`src/rtl/ptr_i2c_target.sv`:
```
module ptr_i2c_target #(
  parameter int               NREG      = 8,
  parameter logic [3:0]       TYPE_CODE = 4'b0011,
  parameter logic [NREG-1:0]  RD_OK     = 8'b1011_1111,
  parameter logic [NREG-1:0]  WR_OK     = 8'b0111_1110,
  localparam int              AW        = (NREG > 1) ? $clog2(NREG) : 1
) (
  input  logic          clk,
  input  logic          rst_n,
  input  logic          scl_i,
  input  logic          sda_i,
  output logic          sda_pull_o,
  input  logic [2:0]    strap_i,
  output logic [AW-1:0] reg_idx_o,
  input  logic [15:0]   reg_rdata_i,
  output logic          reg_wr_o,
  output logic [15:0]   reg_wdata_o
);

  typedef enum logic [2:0] {ST_IDLE, ST_ADDR, ST_PTR, ST_WDATA, ST_RDATA} st_t;

  logic [2:0]  scl_q, sda_q;
  st_t         st;
  logic [3:0]  bitcnt;
  logic [7:0]  rx, tx, ptr, hi;
  logic [15:0] word, wdata_q;
  logic        bsel, ack_pull, tx_en, mack, wr_q;

  wire s_scl = scl_q[1];
  wire p_scl = scl_q[2];
  wire s_sda = sda_q[1];
  wire p_sda = sda_q[2];

  wire scl_rise = s_scl & ~p_scl;
  wire scl_fall = ~s_scl & p_scl;
  wire start_c  = s_scl & p_scl & p_sda & ~s_sda;
  wire stop_c   = s_scl & p_scl & ~p_sda & s_sda;

  wire          ptr_ok   = int'(ptr) < NREG;
  wire [AW-1:0] idx      = ptr[AW-1:0];
  wire [15:0]   rd_word  = (ptr_ok && RD_OK[idx]) ? reg_rdata_i : 16'h0000;
  wire          addr_hit = rx[7:1] == {TYPE_CODE, strap_i};

  assign reg_idx_o   = idx;
  assign reg_wr_o    = wr_q;
  assign reg_wdata_o = wdata_q;
  assign sda_pull_o  = ack_pull | (tx_en & (bitcnt != 4'd9) & ~tx[7]);

  always_ff @(posedge clk or negedge rst_n) begin
    if (!rst_n) begin
      scl_q <= 3'b111;
      sda_q <= 3'b111;
    end else begin
      scl_q <= {scl_q[1:0], scl_i};
      sda_q <= {sda_q[1:0], sda_i};
    end
  end

  always_ff @(posedge clk or negedge rst_n) begin
    if (!rst_n) begin
      st       <= ST_IDLE;
      bitcnt   <= '0;
      rx       <= '0;
      tx       <= '0;
      ptr      <= '0;
      hi       <= '0;
      word     <= '0;
      wdata_q  <= '0;
      bsel     <= 1'b0;
      ack_pull <= 1'b0;
      tx_en    <= 1'b0;
      mack     <= 1'b0;
      wr_q     <= 1'b0;
    end else begin
      wr_q <= 1'b0;
      if (start_c) begin
        st       <= ST_ADDR;
        bitcnt   <= '0;
        ack_pull <= 1'b0;
        tx_en    <= 1'b0;
        bsel     <= 1'b0;
      end else if (stop_c) begin
        st       <= ST_IDLE;
        bitcnt   <= '0;
        ack_pull <= 1'b0;
        tx_en    <= 1'b0;
      end else if (st != ST_IDLE) begin
        if (scl_rise) begin
          if (bitcnt < 4'd8) begin
            bitcnt <= bitcnt + 4'd1;
            if (st != ST_RDATA) rx <= {rx[6:0], s_sda};
          end else if (bitcnt == 4'd9 && st == ST_RDATA) begin
            mack <= ~s_sda;
          end
        end else if (scl_fall) begin
          if (bitcnt == 4'd8) begin
            bitcnt <= 4'd9;
            if (st != ST_RDATA) begin
              ack_pull <= 1'b1;
              case (st)
                ST_ADDR: begin
                  if (!addr_hit) begin
                    st       <= ST_IDLE;
                    ack_pull <= 1'b0;
                    bitcnt   <= '0;
                  end else if (rx[0]) begin
                    st    <= ST_RDATA;
                    tx_en <= 1'b0;
                    bsel  <= 1'b0;
                  end else begin
                    st <= ST_PTR;
                  end
                end
                ST_PTR: begin
                  ptr  <= rx;
                  st   <= ST_WDATA;
                  bsel <= 1'b0;
                end
                ST_WDATA: begin
                  if (!bsel) begin
                    hi   <= rx;
                    bsel <= 1'b1;
                  end else begin
                    bsel    <= 1'b0;
                    wr_q    <= ptr_ok && WR_OK[idx];
                    wdata_q <= {hi, rx};
                  end
                end
                default: ;
              endcase
            end
          end else if (bitcnt == 4'd9) begin
            ack_pull <= 1'b0;
            bitcnt   <= '0;
            if (st == ST_RDATA) begin
              if (!tx_en || mack) begin
                tx_en <= 1'b1;
                bsel  <= ~bsel;
                if (!bsel) begin
                  word <= rd_word;
                  tx   <= rd_word[15:8];
                end else begin
                  tx <= word[7:0];
                end
              end else begin
                tx_en <= 1'b0;
                st    <= ST_IDLE;
              end
            end
          end else if (tx_en) begin
            tx <= {tx[6:0], 1'b0};
          end
        end
      end
    end
  end

  a_r10_sda_steady_scl_high: assert property (@(posedge clk) disable iff (!rst_n)
    (s_scl && $past(s_scl)) |-> $stable(sda_pull_o));

  a_r11_idle_released: assert property (@(posedge clk) disable iff (!rst_n)
    (st == ST_IDLE) |-> !sda_pull_o);

  a_r5_single_strobe: assert property (@(posedge clk) disable iff (!rst_n)
    reg_wr_o |=> !reg_wr_o);

  a_r3_ptr_after_reset: assert property (@(posedge clk) disable iff (!rst_n)
    $rose(rst_n) |-> (reg_idx_o == '0 && !sda_pull_o));

  a_r2_no_write_when_idle: assert property (@(posedge clk) disable iff (!rst_n)
    (st == ST_IDLE) |-> !wr_q);

endmodule

```
`config.mk`:
```
export PLATFORM = sky130hd
export DESIGN_NAME = ptr_i2c_target
export DESIGN_NICKNAME = d
export VERILOG_FILES = /design/src/rtl/ptr_i2c_target.sv
export SDC_FILE = /design/constraint.sdc
export NUM_CORES = 1
export LEC_CHECK = 0
export ABC_AREA = 1
export BUFFER_PORTS_ARGS = -buffer_cell sky130_fd_sc_hd__buf_2
export CORE_MARGIN = 2
export CORE_UTILIZATION = 40
export DETAILED_ROUTE_END_ITERATION = 10
export PLACE_DENSITY = 0.67
export SYNTH_ARGS = -nofsm -noshare
export SYNTH_HDL_FRONTEND = slang
export SYNTH_SLANG_ARGS = --single-unit
```
`constraint.sdc`:
```
create_clock -name clk -period 1.9 [get_ports clk]
set_input_delay 0.38 -clock clk [delete_from_list [all_inputs] [get_ports clk]]
set_output_delay 0.38 -clock clk [all_outputs]
set_load 0.005 [all_outputs]
```
==> run metrics <==
routed vias=3073; Cell variety after synth=34; r2r endpoint=bitcnt[0]; Leak=2.17 nW; width of the chip=100 microns; buffers added on ports=43; total CTS buffers=9; register share of total power=0.433; first-pass GRT wire length=13.8 mm; CP Capture Type=flop; Final period util=0.951; fmax=0.554 GHz; Core Util, Final=0.483; WP data arrival=2110 ps; R2R depth=7; n_diodes=0; Slew Limit Headroom=0.645; vias in the first global route=between 3000 and 4000; Gate power share=0.336; Avg Inst Size Synth=8.30 sq um; RSZ-0062 raised after global routing=yes; Post-Layout Cell Count=between 600 and 700; status=completed; Final HPWL DP=5.80 mm; final-report hold violation count=0; cell depth of the worst min-delay path=1; clk slew on worst S/H paths=70 ps; Post-Syn Area=0.00370 sq mm; count leader, synth=nand2_1; largest net degree at the start of global routing=33; Pwr Density=1110 mW/mm^2; area delta synth->final=19.0%; flop-to-flop setup slack=around 94 ps; Clock Path Buffers=2; Final ANT Viol Nets=0; Sw Share=0.386; minimum clock period=1810 ps; CTS tree=done; Placed Area=0.00408 sq mm; Post-route DRC=0; worst-path fanout max=4; core box area=0.00911 sq mm; GPL Wtd Cong=between 0.8 and 0.9; Final Slew Violations=0; Die Y=100 microns; area of the die=0.0100 sq mm; number of flops mapped to enable cells by yosys=0; Hold Path Class=in2reg; Worst Path Class, Setup=reg2reg; number of synthesized register bits=74; clk_skew=12.6 ps; clock network power share=0.232; Critical path origin=scl_q[1]; DR iter-0 viols=156; WL/cell=12.8 microns; ys flop type=dfrtp_1; Setup violations, final=0; total power=4.88 mW; root cell of the clock tree=clkbuf_8; Worst Path Required=2200 ps; Tightest Pin Transition=532 ps; hold wc startpoint=sda_i; Psw=1.88 mW; routed wire length=7.97 mm; # rows=35; GRT Util Overall=0.175; Seq/Total Area, Yosys=0.503; Worst Hold End=sda_q[0]; Mapped Cells=446; Worst setup SP type=flop; Yosys top cell area share=0.460; top area cells in the synthesized netlist=dfrtp_1 46%, nand2_1 14%, o21ai_0 5.4%, inv_1 5.1%, dfstp_2 4.3%; fraction of registers with async set/reset=1.00; Filler cells=~870; Post-Syn Nets=~480; via/cell ratio=approximately 5; layout cells sized above 1=0.267; Design Area, Final=0.00440 sq mm; Nets=between 500 and 600; H-tree levels=3; io pins=44; drt pass-1 iters=4; P_int=3.00 mW; Clock Sink Count=74; maxcap violations=0; final setup TNS=0 ps; Peak VDD IR=a little over 400 uV; most frequent cells after synthesis=136 x nand2_1, 68 x dfrtp_1, 50 x inv_1; Inst Count DP=596; remaining global-route overflow=0; RR Startpoint=scl_q[1]; initial antenna violation count=0; initial core utilization=0.406; Skew-Pair Late Insertion Delay=370 ps; YS warnings=0; cell taking the most area after synthesis=dfrtp_1
[area by class of cell]
class | instances | area [sq um] | area share
Multi-Input combinational cell | 307 | 1630 | 0.371
Clock buffer | 10 | 138 | 0.0313
Inverter | 52 | 203 | 0.0460
Tap cell | 111 | 139 | 0.0316
Sequential cell | 74 | 1860 | 0.422
Timing Repair Buffer | 61 | 390 | 0.0887
Clock inverter | 6 | 40.0 | 0.00910
[power groups by stage]
| stage | registers (mW) | clock network (mW) | logic (mW) |
|---|---|---|---|
| 2_1_floorplan | 2.08 | 0 | 1.11 |
| 6_report | 2.11 | 1.13 | 1.64 |
| 3_3_place_gp | 2.12 | 0 | 1.45 |
| 4_1_cts | 2.10 | 1.16 | 1.53 |
| 3_5_place_dp | 2.13 | 0 | 1.47 |
| 5_1_grt | 2.15 | 1.23 | 1.88 |
[worst max path at each step]
stage | end | cells past startpoint
final | bitcnt[0] | 7
after global routing | st[2] | 11
after CTS | sda_pull_o | 6
after detailed placement | tx[2] | 8
after global placement | tx[1] | 8
after floorplan | word[6] | 9
[kinds of logic (layout without fill, tap and decap cells)]
| kind of cell | after synthesis | in the layout | synth area share |
|---|---|---|---|
| AOI/OAI and AO/OA | 87 | 87 | 0.140 |
| and+or+nand+nor | 213 | 213 | 0.258 |
| DFF | 74 | 74 | 0.503 |
| buffers and inverters | 65 | 129 | 0.0758 |
| adders and majority gates | 7 | 7 | 0.0237 |
[metrics by stage]
step / hold slack, ps / worst slack, ps
floorplan: 84.4 / 100
global placement: 345 / 136
detailed placement: 353 / 42.9
CTS: 105 / 7.21
global route: 94.2 / -13.5
finish: 113 / 93.8
[placed cells by master (no fill, tap or decap), types with 4 or more instances in the layout]
cell      netlist  routed
nand2_1       136     131
dfrtp_1        68      68
inv_1          50      48
buf_2           3      43
o21ai_0        40      39
nand3_1        28      28
nor2_1         21      18
o21ai_2        18      18
buf_4           4      14
a21oi_1        13      13
o21ai_1        11      12
clkbuf_8        0      10
nand2_2         1       6
dfstp_2         6       6
nor3_1          5       5
nor2_2          2       5
nand3_2         6       4
ha_1            7       4
[state kept, by name, summed over array words and instances (netlist names), 4 cells and up]
register	cells
ptr	8
word	8
reg_wdata_o	16
bitcnt	4
hi	8
rx	8
tx	8
[critical path: stages (launching register included)]
cell	delay [ps]
dfstp_2	590
ha_4	160
nand3_1	180
nand2_1	220
nor2_1	110
nor3_2	270
nand3_1	130
nand2_1	80
[per-layer routing]
layer | wire [microns] | track usage | part of all wire
met1 | 3670 | 0.228 | 0.46
met2 | 3820 | 0.280 | 0.48
met3 | 304 | 0.0404 | 0.038
met4 | 172 | 0.0738 | 0.022
met5 | 0 | 0 | 0
[repair_timing]
| action | in CTS | in global routing |
|---|---|---|
| setup buffers | 2 | 6 |
| pin swaps | 0 | 1 |
| endpoints found under the hold margin | 12 | 0 |
| hold buffers | 1 | 0 |
| setup endpoints to repair | 1 | 61 |
| gates resized for setup | 4 | 19 |
| gates cloned | 0 | 0 |
(Power assumes the default switching activity.)
